## src/rtl/psram_mon_pkg.sv

```systemverilog
package psram_mon_pkg;

    typedef struct packed {
        logic invalid;   // short address interval ended
        logic normal;    // address held a full read cycle
        logic gap_done;  // chip enable high a full read cycle
    } rd_evt_t;

    function automatic int cdiv(input int num, input int den);
        return (num + den - 1) / den;
    endfunction

endpackage

```

## src/rtl/psram_rd_tracker.sv

```systemverilog
module psram_rd_tracker
    import psram_mon_pkg::*;
#(
    parameter int ADDR_W  = 17,
    parameter int TRC_CYC = 18
) (
    input  logic              clk,
    input  logic              rst_n,
    input  logic              ce_n,
    input  logic              we_n,
    input  logic [ADDR_W-1:0] addr,
    output rd_evt_t           evt
);
    localparam int SW = $clog2(TRC_CYC + 1);
    localparam logic [SW-1:0] TOP  = SW'(TRC_CYC);
    localparam logic [SW-1:0] LAST = SW'(TRC_CYC - 1);
    localparam logic [SW-1:0] ONE  = SW'(1);

    typedef struct packed {
        logic [ADDR_W-1:0] addr;
        logic [SW-1:0]     hold;
        logic [SW-1:0]     gap;
    } trk_t;

    trk_t    s_d, s_q;
    rd_evt_t e_d;

    always_comb begin
        s_d = s_q;
        e_d = '0;
        if (ce_n) begin
            s_d.hold = '0;
            s_d.addr = addr;
            if (s_q.gap != TOP) s_d.gap = s_q.gap + ONE;
            e_d.gap_done = (s_q.gap == LAST);
        end else if (!we_n) begin
            s_d.gap = '0;
        end else begin
            s_d.gap  = '0;
            s_d.addr = addr;
            if (s_q.hold == '0) begin
                s_d.hold = ONE;
            end else if (addr != s_q.addr) begin
                e_d.invalid = (s_q.hold < TOP);
                s_d.hold    = ONE;
            end else begin
                if (s_q.hold != TOP) s_d.hold = s_q.hold + ONE;
                e_d.normal = (s_q.hold == LAST);
            end
        end
    end

    always_ff @(posedge clk) begin
        if (!rst_n) s_q <= '0;
        else        s_q <= s_d;
    end

    assign evt = e_d;

    a_r2_single_event: assert property (@(posedge clk) disable iff (!rst_n)
        $onehot0(evt));
    a_r6_write_silent: assert property (@(posedge clk) disable iff (!rst_n)
        (!ce_n && !we_n) |-> (evt == '0));
    a_r5_gap_follows_high: assert property (@(posedge clk) disable iff (!rst_n)
        evt.gap_done |-> (ce_n && $past(ce_n)));

endmodule

```

## src/rtl/psram_win_timer.sv

```systemverilog
module psram_win_timer
    import psram_mon_pkg::*;
#(
    parameter int WIN_CYC = 3750
) (
    input  logic    clk,
    input  logic    rst_n,
    input  rd_evt_t evt,
    input  logic    frozen,
    output logic    expire
);
    localparam int WW = $clog2(WIN_CYC + 1);
    localparam logic [WW-1:0] WLAST = WW'(WIN_CYC - 1);
    localparam logic [WW-1:0] WONE  = WW'(1);

    typedef struct packed {
        logic          act;
        logic [WW-1:0] age;
    } win_t;

    win_t s_d, s_q;
    logic exp_d;
    logic restart;

    assign restart = evt.normal | evt.gap_done;

    always_comb begin
        s_d   = s_q;
        exp_d = 1'b0;
        if (restart) begin
            s_d = '0;
        end else if (s_q.act && !frozen) begin
            if (s_q.age == WLAST) begin
                exp_d = 1'b1;
                s_d   = '0;
            end else begin
                s_d.age = s_q.age + WONE;
            end
        end else if (!s_q.act && evt.invalid) begin
            s_d.act = 1'b1;
            s_d.age = '0;
        end
    end

    always_ff @(posedge clk) begin
        if (!rst_n) s_q <= '0;
        else        s_q <= s_d;
    end

    assign expire = exp_d;

    a_r3_age_bound: assert property (@(posedge clk) disable iff (!rst_n)
        s_q.age <= WLAST);
    a_r4_restart_clears: assert property (@(posedge clk) disable iff (!rst_n)
        restart |=> (!s_q.act && s_q.age == '0));
    a_r6_frozen_holds: assert property (@(posedge clk) disable iff (!rst_n)
        (frozen && !restart) |=> ($stable(s_q.age) && $stable(s_q.act)));
    a_r3_idle_age_zero: assert property (@(posedge clk) disable iff (!rst_n)
        !s_q.act |-> (s_q.age == '0));

endmodule

```

## src/rtl/psram_viol_recorder.sv

```systemverilog
module psram_viol_recorder #(
    parameter int CNT_W = 8
) (
    input  logic             clk,
    input  logic             rst_n,
    input  logic             expire,
    input  logic             clr,
    output logic             flag,
    output logic [CNT_W-1:0] count
);
    localparam logic [CNT_W-1:0] CMAX = {CNT_W{1'b1}};
    localparam logic [CNT_W-1:0] CONE = CNT_W'(1);

    typedef struct packed {
        logic             flag;
        logic [CNT_W-1:0] cnt;
    } rec_t;

    rec_t s_d, s_q;

    always_comb begin
        s_d = s_q;
        if (expire) begin
            s_d.flag = 1'b1;
            if (s_q.cnt != CMAX) s_d.cnt = s_q.cnt + CONE;
        end else if (clr) begin
            s_d.flag = 1'b0;
        end
    end

    always_ff @(posedge clk) begin
        if (!rst_n) s_q <= '0;
        else        s_q <= s_d;
    end

    assign flag  = s_q.flag;
    assign count = s_q.cnt;

    a_r7_sticky: assert property (@(posedge clk) disable iff (!rst_n)
        (flag && !clr) |=> flag);
    a_r7_set_wins: assert property (@(posedge clk) disable iff (!rst_n)
        expire |=> flag);
    a_r8_monotone: assert property (@(posedge clk) disable iff (!rst_n)
        1'b1 |=> (count >= $past(count)));
    a_r8_single_step: assert property (@(posedge clk) disable iff (!rst_n)
        (count != $past(count)) |-> (flag && count == $past(count) + CONE));

endmodule

```

## src/rtl/psram_refresh_monitor.sv

```systemverilog
module psram_refresh_monitor
    import psram_mon_pkg::*;
#(
    parameter int ADDR_W = 17,
    parameter int CNT_W  = 8,
    parameter int CLK_PS = 4000,
    parameter int TRC_PS = 70000,
    parameter int WIN_PS = 15000000
) (
    input  logic              clk,
    input  logic              rst_n,
    input  logic              mem_ce_n,
    input  logic              mem_we_n,
    input  logic [ADDR_W-1:0] mem_addr,
    input  logic              viol_clr,
    output logic              viol_flag,
    output logic [CNT_W-1:0]  viol_count
);
    localparam int TRC_CYC = cdiv(TRC_PS, CLK_PS);
    localparam int WIN_CYC = cdiv(WIN_PS, CLK_PS);

    rd_evt_t evt;
    logic    expire;
    logic    wr_cyc;

    assign wr_cyc = !mem_ce_n && !mem_we_n;

    psram_rd_tracker #(.ADDR_W(ADDR_W), .TRC_CYC(TRC_CYC)) u_trk (
        .clk   (clk),
        .rst_n (rst_n),
        .ce_n  (mem_ce_n),
        .we_n  (mem_we_n),
        .addr  (mem_addr),
        .evt   (evt)
    );

    psram_win_timer #(.WIN_CYC(WIN_CYC)) u_win (
        .clk    (clk),
        .rst_n  (rst_n),
        .evt    (evt),
        .frozen (wr_cyc),
        .expire (expire)
    );

    psram_viol_recorder #(.CNT_W(CNT_W)) u_rec (
        .clk    (clk),
        .rst_n  (rst_n),
        .expire (expire),
        .clr    (viol_clr),
        .flag   (viol_flag),
        .count  (viol_count)
    );

endmodule

```

## config.mk

```make
export PLATFORM = sky130hd
export DESIGN_NAME = psram_refresh_monitor
export DESIGN_NICKNAME = d
export VERILOG_FILES = /design/src/rtl/psram_mon_pkg.sv /design/src/rtl/psram_rd_tracker.sv /design/src/rtl/psram_win_timer.sv /design/src/rtl/psram_viol_recorder.sv /design/src/rtl/psram_refresh_monitor.sv
export SDC_FILE = /design/constraint.sdc
export NUM_CORES = 1
export LEC_CHECK = 0
export ABC_AREA = 0
export ABC_CLOCK_PERIOD_IN_PS = 1900
export BUFFER_PORTS_ARGS = -buffer_cell sky130_fd_sc_hd__clkbuf_2
export CORE_ASPECT_RATIO = 1.4
export CORE_UTILIZATION = 54
export CTS_BUF_LIST = sky130_fd_sc_hd__clkbuf_4 sky130_fd_sc_hd__clkbuf_8
export DETAILED_ROUTE_END_ITERATION = 10
export MAX_ROUTING_LAYER = met4
export PLACE_DENSITY = 0.82
export SLEW_MARGIN = 20
export SYNTH_ARGS = -nofsm -noshare
export SYNTH_HDL_FRONTEND = slang
export SYNTH_SLANG_ARGS = --single-unit
```

## constraint.sdc

```tcl
create_clock -name clk -period 1.9 [get_ports clk]
set_input_delay 0.095 -clock clk [delete_from_list [all_inputs] [get_ports clk]]
set_output_delay 0.095 -clock clk [all_outputs]
set_load 0.005 [all_outputs]
```

**Yosys cells after proc, flatten, opt, wreduce, memory -nomap -nowiden**

Cells that the tools add are included.

- Register bits: 49
- Word-level logic and storage cells: 61

- $add $sub $neg: 4
- Order comparisons: 1
- Eq/ne operators: 8
- Mux-type cells: 21
- Bitwise gates (word level): 2
- Reductions and logical operators: 18

Operator list:

| operator | count |
|---|---|
| $mux 27 | 1 |
| $mux 13 | 2 |
| $mux 22 | 1 |
| $mux 5 | 4 |
| $ne 17x17->1 | 1 |
| $add 12x1->12 const B | 1 |
| $eq 12x12->1 const B | 1 |
| $mux 12 | 1 |
| $add 5x1->5 const B | 2 |
| $eq 5x5->1 const B | 2 |
| $ne 5x5->1 const B | 2 |
| $mux 1 | 9 |
| $add 8x1->8 const B | 1 |
| $ne 8x8->1 const B | 1 |
| $reduce_and 2->1 | 4 |
| $mux 2 | 3 |
| $reduce_bool 2->1 | 3 |
| $logic_not 5->1 | 1 |
| $lt 5x5->1 const B | 1 |
| $logic_not 1->1 | 4 |
| $reduce_or 2->1 | 2 |
| $logic_and 1x1->1 | 3 |
| $reduce_bool 3->1 | 1 |
| $ne 2x2->1 const B | 1 |
| 2 further kinds | 2 |

**Logic depth before layout (Yosys ltp)**

Gate-level depths: netlist of run 1.

- Depth in word-level cells: 8
- Gate-level depth with buffers: 8

**Modules after synthesis**

Synthesis of run 1 repeated with hierarchy kept, for this count alone.

- Cell total of the unflattened synthesis: 320
- Area total of the unflattened synthesis: 2,743.9 um2

Modules (own cells, without submodules):

| module | times used | cells each | area an instance (um2) | sequential area each (um2) |
|---|---|---|---|---|
| psram_rd_tracker | 1 | 179 | 1,500.2 | 540.5 |
| psram_win_timer | 1 | 94 | 795.8 | 260.2 |
| psram_viol_recorder | 1 | 46 | 444.2 | 180.2 |
| psram_refresh_monitor | 1 | 1 | 3.8 | 0.0 |

**Worst setup path before layout of run 1**

OpenSTA, ideal clock, no wires.

- Path kind: register to register
- Start point: register u_win.s_q[0] (netlist bit)
- End point: register u_rec.s_q, in the netlist u_rec.count[7]
- Setup time: 0.072 ns
- Data arrival time: 1.739 ns
- Required time: 1.828 ns
- Slack: 0.089 ns
- Cell stages (with the launch flop): 8
- Period minus slack after synthesis: 1.811 ns
- Cell sequence: dfxtp_1 > ha_1 > and4_1 > nand4_1 > nor2_4 > nand2_2 > or4_1 > a21oi_1

- Cells in the longest elaborated chain, start to end: 5

Ends and longest elaborated chain:

| element | RTL line | RTL |
|---|---|---|
| start: declaration | psram_win_timer.sv:21 | `win_t s_d, s_q;` |
| start signal: assignment | psram_win_timer.sv:46 | `if (!rst_n) s_q <= '0;` |
| start signal: assignment | psram_win_timer.sv:47 | `else s_q <= s_d;` |
| $eq 12x12->1 | psram_win_timer.sv:33 | `if (s_q.age == WLAST) begin` |
| $mux 1 | psram_win_timer.sv:33 |  |
| $mux 1 | psram_win_timer.sv:32 | `end else if (s_q.act && !frozen) begin` |
| $mux 1 | psram_win_timer.sv:30 | `if (restart) begin` |
| $reduce_and 2->1 (no line) | - |  |
| end signal: assignment | psram_viol_recorder.sv:32 | `if (!rst_n) s_q <= '0;` |
| end signal: assignment | psram_viol_recorder.sv:33 | `else s_q <= s_d;` |
| end: declaration | psram_viol_recorder.sv:19 | `rec_t s_d, s_q;` |

No other way between the ends.
A chain may end at the register's enable or synchronous reset.

**Worst setup path in the final report of run 1**

- Start point: register u_trk.s_q[14] (netlist bit)
- End point: register u_trk.s_q[6] (netlist bit)

- Cells in the longest elaborated chain, start to end: 3

Ends and longest elaborated chain:

| element | RTL line | RTL |
|---|---|---|
| start: declaration | psram_rd_tracker.sv:25 | `trk_t s_d, s_q;` |
| start signal: assignment | psram_rd_tracker.sv:54 | `if (!rst_n) s_q <= '0;` |
| start signal: assignment | psram_rd_tracker.sv:55 | `else s_q <= s_d;` |
| $ne 17x17->1 * | psram_rd_tracker.sv:43 | `end else if (addr != s_q.addr) begin` |
| $reduce_bool 3->1 (no line) / $mux 5 (equally long branches) | - |  |
| $reduce_and 2->1 (no line) / $mux 5 (equally long branches) | - |  |

Every way passes the cells marked *; elsewhere a longest branch is shown, timed or not.

==> results of run 1 <==
-- worst reg2reg max path, cell delays in order, from the launching register on --
cell	delay, ns
dfxtp_2	0.33
xor2_1	0.17
nor4_2	0.32
nand3_2	0.24
o31ai_1	0.54
mux2i_1	0.25
nor2_1	0.05
-- synth_stat cells (all sizes together) --
master	count
nand2	52
dfxtp	49
a21oi	33
nor2	25
xor2	19
nand3	18
ha	10
a311oi	8
o21ai	8
buf	7
nand4	7
and3	6
nand2b	6
nor3	6
inv	5
o31ai	5
clkbuf	4
xnor2	4
and2	3
mux2i	3
nor2b	3
nor3b	3
nor4	3
a31oi	2
nor4b	2
o31a	2
or3	2
or4	2
a2111oi	1
a211oi	1
a21boi	1
and4	1
and4bb	1
clkinv	1
nand4b	1
or2	1
-- where the power goes --
group          internal (mW)  total [mW]  switching (mW)  leakage, nW
clock                  0.288       0.633           0.345       0.0433
sequential              1.05        1.07          0.0194        0.401
combinational         0.0753       0.187           0.111        0.725
total                   1.42        1.89           0.476         1.17
-- timing repair --
item,in CTS,in global routing
setup endpoints to repair,1,24
cloned,0,2
buffers inserted,0,5
pin swaps,0,13
hold buffers,0,0
resized for setup,1,23
-- area by class of cell --
type | instances | share of cell area
inverter | 6 | 0.00742
timing repair buffer | 46 | 0.0902
tap | 62 | 0.0255
clock buffer | 6 | 0.0272
sequential | 49 | 0.325
multi-input combinational | 241 | 0.522
clock inverter | 1 | 0.00247
-- final timing paths --
check	start	end	slack [ns]	cells after the start
min reg2reg	u_trk.s_q[14]	u_trk.s_q[14]	0.46	2
max reg2reg	u_trk.s_q[14]	u_trk.s_q[6]	-0.08	6
max	u_trk.s_q[14]	u_trk.s_q[6]	-0.08	6
min	mem_addr[6]	u_trk.s_q[16]	0.03	3
-- cell families (layout without fill, tap and decap cells) --
group,count (synthesis),count (layout)
mux,3,3
xor+xnor,23,23
buf+inv,17,59
flops,49,49
fa+ha+maj,10,10
compound gates,61,62
simple gates,142,143
-- state kept, by name (all words and copies together) (netlist names) --
register     cells
u_rec.flag       1
u_rec.count      8
u_win.s_q       13
u_trk.s_q       27
-- through the flow --
step	power [mW]	area, µm²
2_1_floorplan	1.21	2530
6_report	1.89	3040
3_3_place_gp	1.26	2790
3_5_place_dp	1.27	2790
4_1_cts	1.89	2880
5_1_grt	1.96	3040
-- per-layer routing --
layer	vias up	track usage	wire length, µm
li1	1162	-	-
met2	39	0.394	3100
met1	1111	0.285	2480
met4	0	0.0951	162
met5	-	-	0
met3	15	0.0421	154
==> run metrics, run 1 <==
CP max stage delay between 0.5 and 0.6 ns; top-area cell type share of the netlist area 0.388; core area around 0.0045 mm²; Worst setup EP type flop; FF+latch count, synth 49; commonest non-fill, non-tap cell in the layout nand2_1; simple-gate portion of the synthesized area 0.293; sequential area share after synthesis 0.388; class of the worst hold path in -> reg; adder-cell share of the synthesized area 0.0495; PD cells between 600 and 700 mW/mm²; gr ovfl total 0; vias in the first global route 2178; initial antenna violation count 0; Final Hold Vio Count 0; vias after detailed routing approximately 2300; Skew-Pair Late Insertion Delay 0.30 ns; die height around 83 µm; largest net degree at the start of global routing 19; max-slew violation count 0; Routed Antenna Nets 0; CTS buffer count 5; Detailed Route WL roughly 5900 µm; die area a little under 0.005 mm²; Worst path slowest cell o31ai_1; RSZ-0062 raised after global routing yes; io pins 31; Avg Cell Area, Syn around 8.3 µm²; CTS tree yes; ANT cells 0; DRT Pass-1 Iters 4; XOR/XNOR share of the synthesized area 0.0797; failing checks negative setup slack; GRT Resource Usage Total 0.241; CP required 2.11 ns; critical path's top delay family simple AND/OR/NAND/NOR gates; hold slack a little under 0.03 ns; Synth area leaders dfxtp_1 39%, nand2_1 7.1%, xor2_1 6.6%, a21oi_1 6.5%, ha_1 4.9%; worst path cell trace xor2_1, nor4_2, nand3_2, o31ai_1, mux2i_1, nor2_1; Vias/cell 5.66; Data arrival, critical path 2.19 ns; Clock Tree Root clkbuf_8; setup TNS -0.216 ns; Worst Tran Pin Value around 0.51 ns; Worst slew margin 0.655; Synth-to-Final Area Change 20.1%; clock skew between 0.01 and 0.015 ns; Ys Warns 0; share of layout cells above drive strength 1 0.249; I/O Buffers 30; Leak approximately 1.2 nW; FF/Latch Area around 990 µm²; placed cells 397; Die X around 60 µm; # fillers 386; Cells after Synth 305; HPWL after DPL around 3800 µm; WP buf/inv 0; non-filler cells, final approximately 400; max-cap check violation count 0; Starting Density 0.562; Synth cell types between 40 and 50; min Tclk post-route between 1.5 and 2 ns; area of the multi-input gates roughly 0.0016 mm²; Worst setup SP type flop; drc violations 0; utilization after layout 0.675; post-synth top area cell dfxtp_1; pre-CTS WS -0.0387 ns; depth of the CTS H-tree 2; commonest cells after routing, fill and taps aside 48 x nand2_1, 45 x dfxtp_1, 30 x clkbuf_2; Clock Path Buffers 2; initial DRC count 100; Nets 381; Final period util 1.04; largest family of logic cells by synthesized area simple AND/OR/NAND/NOR gates; Final Setup Violations 7; Post-Syn Area 0.00253 mm²; CP Class reg -> reg; Clock Sinks 49; Worst Path Max Fanout 8; DR WL/cell ~14 µm; clock slew at reported path FFs approximately 0.090 ns; outcome complete, but fails checks; fmax 0.504 GHz; fin worst setup slack -0.0829 ns; first-pass GRT wire length roughly 9200 µm; num rows 29; mux share of post-synthesis cell area 0.0119; maximum VDD drop between 0.0005 and 0.0006 V; GP Congestion between 0.8 and 0.9; syn nets about 340; Synth Area in Compound Gates 0.148
Power figures use the tool's default switching activity.
==> run 2: changes to the inputs <==
--- a/config.mk
+++ b/config.mk
@@ -8,12 +8,14 @@
 export ABC_AREA = 0
 export ABC_CLOCK_PERIOD_IN_PS = 1900
 export BUFFER_PORTS_ARGS = -buffer_cell sky130_fd_sc_hd__clkbuf_2
+export CELL_PAD_IN_SITES_DETAIL_PLACEMENT = 1
+export CELL_PAD_IN_SITES_GLOBAL_PLACEMENT = 1
 export CORE_ASPECT_RATIO = 1.4
-export CORE_UTILIZATION = 54
+export CORE_UTILIZATION = 40
 export CTS_BUF_LIST = sky130_fd_sc_hd__clkbuf_4 sky130_fd_sc_hd__clkbuf_8
 export DETAILED_ROUTE_END_ITERATION = 10
 export MAX_ROUTING_LAYER = met4
-export PLACE_DENSITY = 0.82
+export PLACE_DENSITY = 0.81
 export SLEW_MARGIN = 20
 export SYNTH_ARGS = -nofsm -noshare
 export SYNTH_HDL_FRONTEND = slang
==> run 2 against run 1 <==
Compared with the run above: sequential power about the same; total power is 15% higher; the flow still finishes with violations (negative setup slack); critical path type unchanged; largest power group unchanged; maximum frequency increased by 0.38%.
==> run metrics, run 2 (synthesis gave the netlist of run 1 again) <==
Data arrival, critical path 2.22 ns (+0.03 ns); num rows 33 (+14%); CP required 2.14 ns (+0.03 ns); FF/Latch Area 988 µm² (+0.25%); I/O Buffers 30 (unchanged); area of the multi-input gates 0.00169 mm² (+6.2%); initial DRC count 119 (+19%); commonest cells after routing, fill and taps aside 48 x nand2_1, 45 x dfxtp_1, 30 x clkbuf_2; core area 0.00599 mm² (+33%); max-cap check violation count 0 (unchanged); depth of the CTS H-tree 2 (unchanged); vias in the first global route 2419 (+11%); Final period util 1.04 (-0.00398); Nets 392 (+2.9%); CP Class reg -> reg; clock slew at reported path FFs 0.10 ns (about the same); RSZ-0062 raised after global routing yes; commonest non-fill, non-tap cell in the layout nand2_1; max-slew violation count 0 (unchanged); first-pass GRT wire length 10900 µm (+18%); vias after detailed routing 2467 (+6.0%); share of layout cells above drive strength 1 0.299 (+0.0499); drc violations 0 (unchanged); initial antenna violation count 0 (unchanged); Detailed Route WL 8130 µm (+38%); Worst slew margin 0.748 (+0.0930); class of the worst hold path in -> reg; placed cells 412 (+3.8%); Biggest register u_trk.s_q; Die X 69.2 µm (+16%); fmax 0.506 GHz (+0.38%); Clock Sinks 49 (unchanged); setup TNS -0.239 ns (-0.0226 ns); HPWL after DPL 4850 µm (+27%); # fillers 727 (+88%); failing checks negative setup slack; min Tclk post-route 1.98 ns (-0.00756 ns); Worst Path Max Fanout 7 (-1); max reg flops 27 (unchanged); outcome complete, but fails checks; Reg2Reg Setup Slack -0.08 ns (about the same); CTS hold repair buffers 0 (unchanged); Clock Path Buffers 2 (unchanged); CTS buffer count 5 (unchanged); GRT Resource Usage Total 0.211 (-0.0300); hold path cells 3 (unchanged); Starting Density 0.422 (-0.140); gr ovfl total 0 (unchanged); Leak 1.34 nW (+14%); die height 96.1 µm (+16%); Reg-to-Reg End u_rec.count[7]; pre-CTS WS -0.0379 ns (+0.000856 ns); Routed Antenna Nets 0 (unchanged); clock skew 0.00712 ns (-0.00470 ns); Worst Tran Pin Value 0.368 ns (-0.145 ns); DR WL/cell 18.9 µm (+31%); maximum VDD drop 0.000328 V (-38%); largest net degree at the start of global routing 25 (+6); placed cell area 0.00286 mm² (+2.7%); Pwr Total 2.18 mW (+15%); PD cells 659 mW/mm² (+5.7%); Worst Hold End u_trk.s_q[18]; Finished Cell Area 0.00330 mm² (+8.7%); io pins 31 (unchanged); GP Congestion 0.825 (-4.3%); Final Setup Violations 8 (+1); DRT Pass-1 Iters 4 (unchanged); die area 0.00665 mm² (+34%); Worst R2R Path Depth 9 (+3); Hold Startpoint mem_addr[8]; non-filler cells, final 431 (+4.9%); Vias/cell 5.72 (+1.1%); Clock Tree Root clkbuf_8; ANT cells 0 (unchanged); Worst setup SP type flop; Final Hold Vio Count 0 (unchanged); Synth-to-Final Area Change 30.6%; Skew-Pair Late Insertion Delay 0.31 ns (about the same); reg2reg start u_trk.s_q[23]; fin worst setup slack -0.0754 ns (+0.00756 ns); CTS tree yes; Worst setup EP type flop
## run 2: cell types whose count changed in the layout (fill, tap and decap cells not counted), sizes merged
cell and change:
buf +11, bufinv +2, clkbuf -1, clkinv +1, clkinvlp -1
## run 2: final cells by class
| type | count | area share |
|---|---|---|
| timing repair buffer | 57 | 0.116 |
| clock buffer | 5 | 0.0208 |
| multi-input combinational | 241 | 0.510 |
| inverter | 6 | 0.00682 |
| tap | 70 | 0.0265 |
| sequential | 49 | 0.299 |
| clock inverter | 3 | 0.0197 |
## run 2: per-stage QoR
| stage | hold WS [ns] | utilization |
|---|---|---|
| 2_1_floorplan | 0.235 | - |
| 3_3_place_gp | 0.345 | 0.478 |
| 3_5_place_dp | 0.355 | 0.478 |
| 4_1_cts | 0.0248 | 0.506 |
| 5_1_grt | 0.0372 | 0.552 |
| 6_report | 0.0285 | 0.552 |
## run 2: where the power goes
part           total [mW]  leakage (nW)  internal (mW)  switching [mW]
clock network       0.884        0.0681          0.523           0.361
logic               0.217         0.868         0.0879           0.129
registers            1.08         0.401           1.05          0.0228
total                2.18          1.34           1.66           0.513
## run 2: metal layers
metal  wire, µm  GRT usage
met1       3070      0.219
met2       4620      0.413
met3        227     0.0293
met4        208     0.0595
met5          0          -
## run 2: how the worst max path moves through the flow
stage / from / end / slack [ns] / cells after the start
6_report: u_trk.s_q[23] / u_rec.count[7] / -0.08 / 9
5_1_grt: u_trk.s_q[15] / u_win.s_q[11] / -0.17 / 7
4_1_cts: u_win.s_q[1] / u_win.s_q[10] / -0.004 / 8
3_5_place_dp: u_trk.s_q[20] / u_win.s_q[2] / -0.04 / 6
3_3_place_gp: u_trk.s_q[11] / u_rec.count[5] / 0.04 / 8
2_1_floorplan: u_win.s_q[0] / u_rec.count[7] / 0.09 / 7
## run 2: critical path: stages (launching register included)
cell and delay, ns:
dfxtp_1 0.36, xor2_1 0.18, nor3_2 0.07, buf_4 0.14, nand3_2 0.15, buf_6 0.12, o31ai_2 0.05, buf_4 0.18
or4_4 0.52, a21oi_2 0.15
## run 2: timing repair
item	CTS	global route
gates cloned	0	2
gates resized for setup	5	41
hold endpoints to repair	0	0
pin swaps	6	10
setup endpoints to repair	23	27
setup buffers	1	8
==> run 3: changes to the inputs <==
--- a/config.mk
+++ b/config.mk
@@ -11,6 +11,7 @@
 export CELL_PAD_IN_SITES_DETAIL_PLACEMENT = 1
 export CELL_PAD_IN_SITES_GLOBAL_PLACEMENT = 1
 export CORE_ASPECT_RATIO = 1.4
+export CORE_MARGIN = 2
 export CORE_UTILIZATION = 40
 export CTS_BUF_LIST = sky130_fd_sc_hd__clkbuf_4 sky130_fd_sc_hd__clkbuf_8
 export DETAILED_ROUTE_END_ITERATION = 10
==> run 3 against run 2 <==
Compared with the run above: the run still ends with negative setup slack left; global-route usage decreased by 1.3 points; largest power group unchanged; hold slack got worse by 0.0015 ns; non-clock buffer count decreased by 2; first-iteration DRC count increased by 29%; critical path depth decreased by 2; clock skew about the same; sequential share of layout area increased by 1.7 points; via count decreased by 3.2%; total power decreased by 11%; die area increased by 5.0%.
==> run metrics, run 3 (synthesis gave the netlist of run 1 again) <==
outcome complete, but fails checks; failing checks negative setup slack; DR WL/cell 15.9 µm (-15%); Combinational Power Share 0.100 (about the same); io pins 31 (unchanged); Sw Share 0.247 (+0.0117); initial DRC count 153 (+29%); Worst Tran Pin Value 0.469 ns (+0.100 ns); CP Class reg -> reg; hold path cells 3 (unchanged); internal power 1.46 mW (-12%); GP Congestion 0.800 (-3.0%); gr ovfl total 0 (unchanged); Clock Path Buffers 2 (unchanged); HPWL after DPL 4890 µm (+0.72%); Pwr Total 1.95 mW (-11%); fin worst setup slack -0.0282 ns (+0.0472 ns); PD cells 623 mW/mm² (-5.4%); non-filler cells, final 430 (-0.23%); Data arrival, critical path 2.13 ns (-0.09 ns); fmax 0.519 GHz (+2.4%); max-cap check violation count 0 (unchanged); reg2reg start u_trk.s_q[13]; commonest non-fill, non-tap cell in the layout nand2_1; num rows 34 (+3.0%); pre-CTS WS -0.00537 ns (+0.0325 ns); Vias/cell 5.55 (-3.0%); I/O Buffers 30 (unchanged); clock slew at reported path FFs 0.09 ns (about the same); ANT cells 0 (unchanged); drc violations 0 (unchanged); Detailed Route WL 6850 µm (-16%); Clk pwr share 0.347 (-0.059); Worst setup SP type flop; Die X 71.2 µm (+2.9%); core area 0.00617 mm² (+3.0%); DRT Pass-1 Iters 4 (unchanged); Worst setup EP type flop; die area 0.00698 mm² (+5.0%); largest net degree at the start of global routing 25 (unchanged); die height 98.1 µm (+2.1%); first-pass GRT wire length 10900 µm (-0.37%); Worst Path Max Fanout 7 (unchanged); CTS hold repair buffers 0 (unchanged); CTS tree yes; Leak 1.21 nW (-9.2%); Biggest register u_trk.s_q; CP required 2.10 ns (-0.04 ns); share of layout cells above drive strength 1 0.274 (-0.0254); max reg flops 27 (unchanged); initial antenna violation count 0 (unchanged); Skew-Pair Late Insertion Delay 0.30 ns (about the same); Nets 389 (-0.77%); min Tclk post-route 1.93 ns (-0.0472 ns); depth of the CTS H-tree 2 (unchanged); Switching Power 481 µW (-6.2%); Reg power frac 0.552 (+0.058); max-slew violation count 0 (unchanged); setup TNS -0.0459 ns (+0.193 ns); RSZ-0062 raised after global routing yes; vias after detailed routing 2387 (-3.2%); class of the worst hold path in -> reg; Clock Tree Root clkbuf_8; Starting Density 0.410 (-0.0124); clock skew 0.00733 ns (+0.000213 ns); CP startpoint u_trk.s_q[13]; Clock Sinks 49 (unchanged); placed cells 416 (+0.97%); commonest cells after routing, fill and taps aside 48 x nand2_1, 44 x dfxtp_1, 31 x a21oi_1; GRT Resource Usage Total 0.198 (-0.0132); Final period util 1.01 (-0.0248); Hold Startpoint mem_addr[14]; CTS buffer count 5 (unchanged); Synth-to-Final Area Change 23.4%; maximum VDD drop 0.000278 V (-15%); Worst R2R Path Depth 7 (-2); Final Hold Vio Count 0 (unchanged); Routed Antenna Nets 0 (unchanged); Worst slew margin 0.685 (-0.0628); vias in the first global route 2484 (+2.7%); Final Setup Violations 2 (-6)
==> run 3: critical path, stage by stage, from the launching register on <==
cell,delay (ns)
dfxtp_2,0.33
xor2_1,0.16
nor4_2,0.31
nand3_2,0.22
o31ai_1,0.38
buf_4,0.19
mux2i_1,0.18
nor2_1,0.06
==> run 3: cell type report <==
cell class	instances	area, µm²
clock inverter	1	5.00
clock buffer	7	96.3
sequential	49	987
tap	72	90.1
fill	770	3050
inverter	6	22.5
multi-input combinational	240	1580
timing repair buffer	55	338
==> run 3: path summary, 6_finish.rpt <==
kind	slack [ns]	end
worst max-delay path	-0.03	u_trk.s_q[6]
worst min-delay path	0.03	u_trk.s_q[24]
worst max register to register	-0.03	u_trk.s_q[6]
worst min register to register	0.46	u_trk.s_q[24]
==> run 3: stage by stage <==
stage / area, µm² / util / hold slack (ns)
2_1_floorplan: 2530 / - / 0.235
3_3_place_gp: 2870 / 0.465 / 0.348
3_5_place_dp: 2870 / 0.465 / 0.355
4_1_cts: 2980 / 0.483 / 0.0311
5_1_grt: 3120 / 0.506 / 0.0348
6_report: 3120 / 0.506 / 0.0269
==> run 3: power groups by stage <==
stage	sequential, mW	combinational, mW	clock (mW)
after detailed placement	1.10	0.190	0
after global routing	1.08	0.218	0.746
after floorplan	1.09	0.116	0
after global placement	1.09	0.183	0
final	1.07	0.195	0.676
after CTS	1.07	0.192	0.693
==> run 3: per-layer routing <==
metal	global-route usage	routed length, µm
met5	-	0
met4	0.0653	145
met3	0.0268	143
met2	0.367	3850
met1	0.210	2710
==> run 3: what timing repair did <==
item,in CTS,in global routing
endpoints found under the setup margin,6,24
gates cloned,0,1
resized for setup,2,22
pin swaps,1,11
setup buffers,0,5
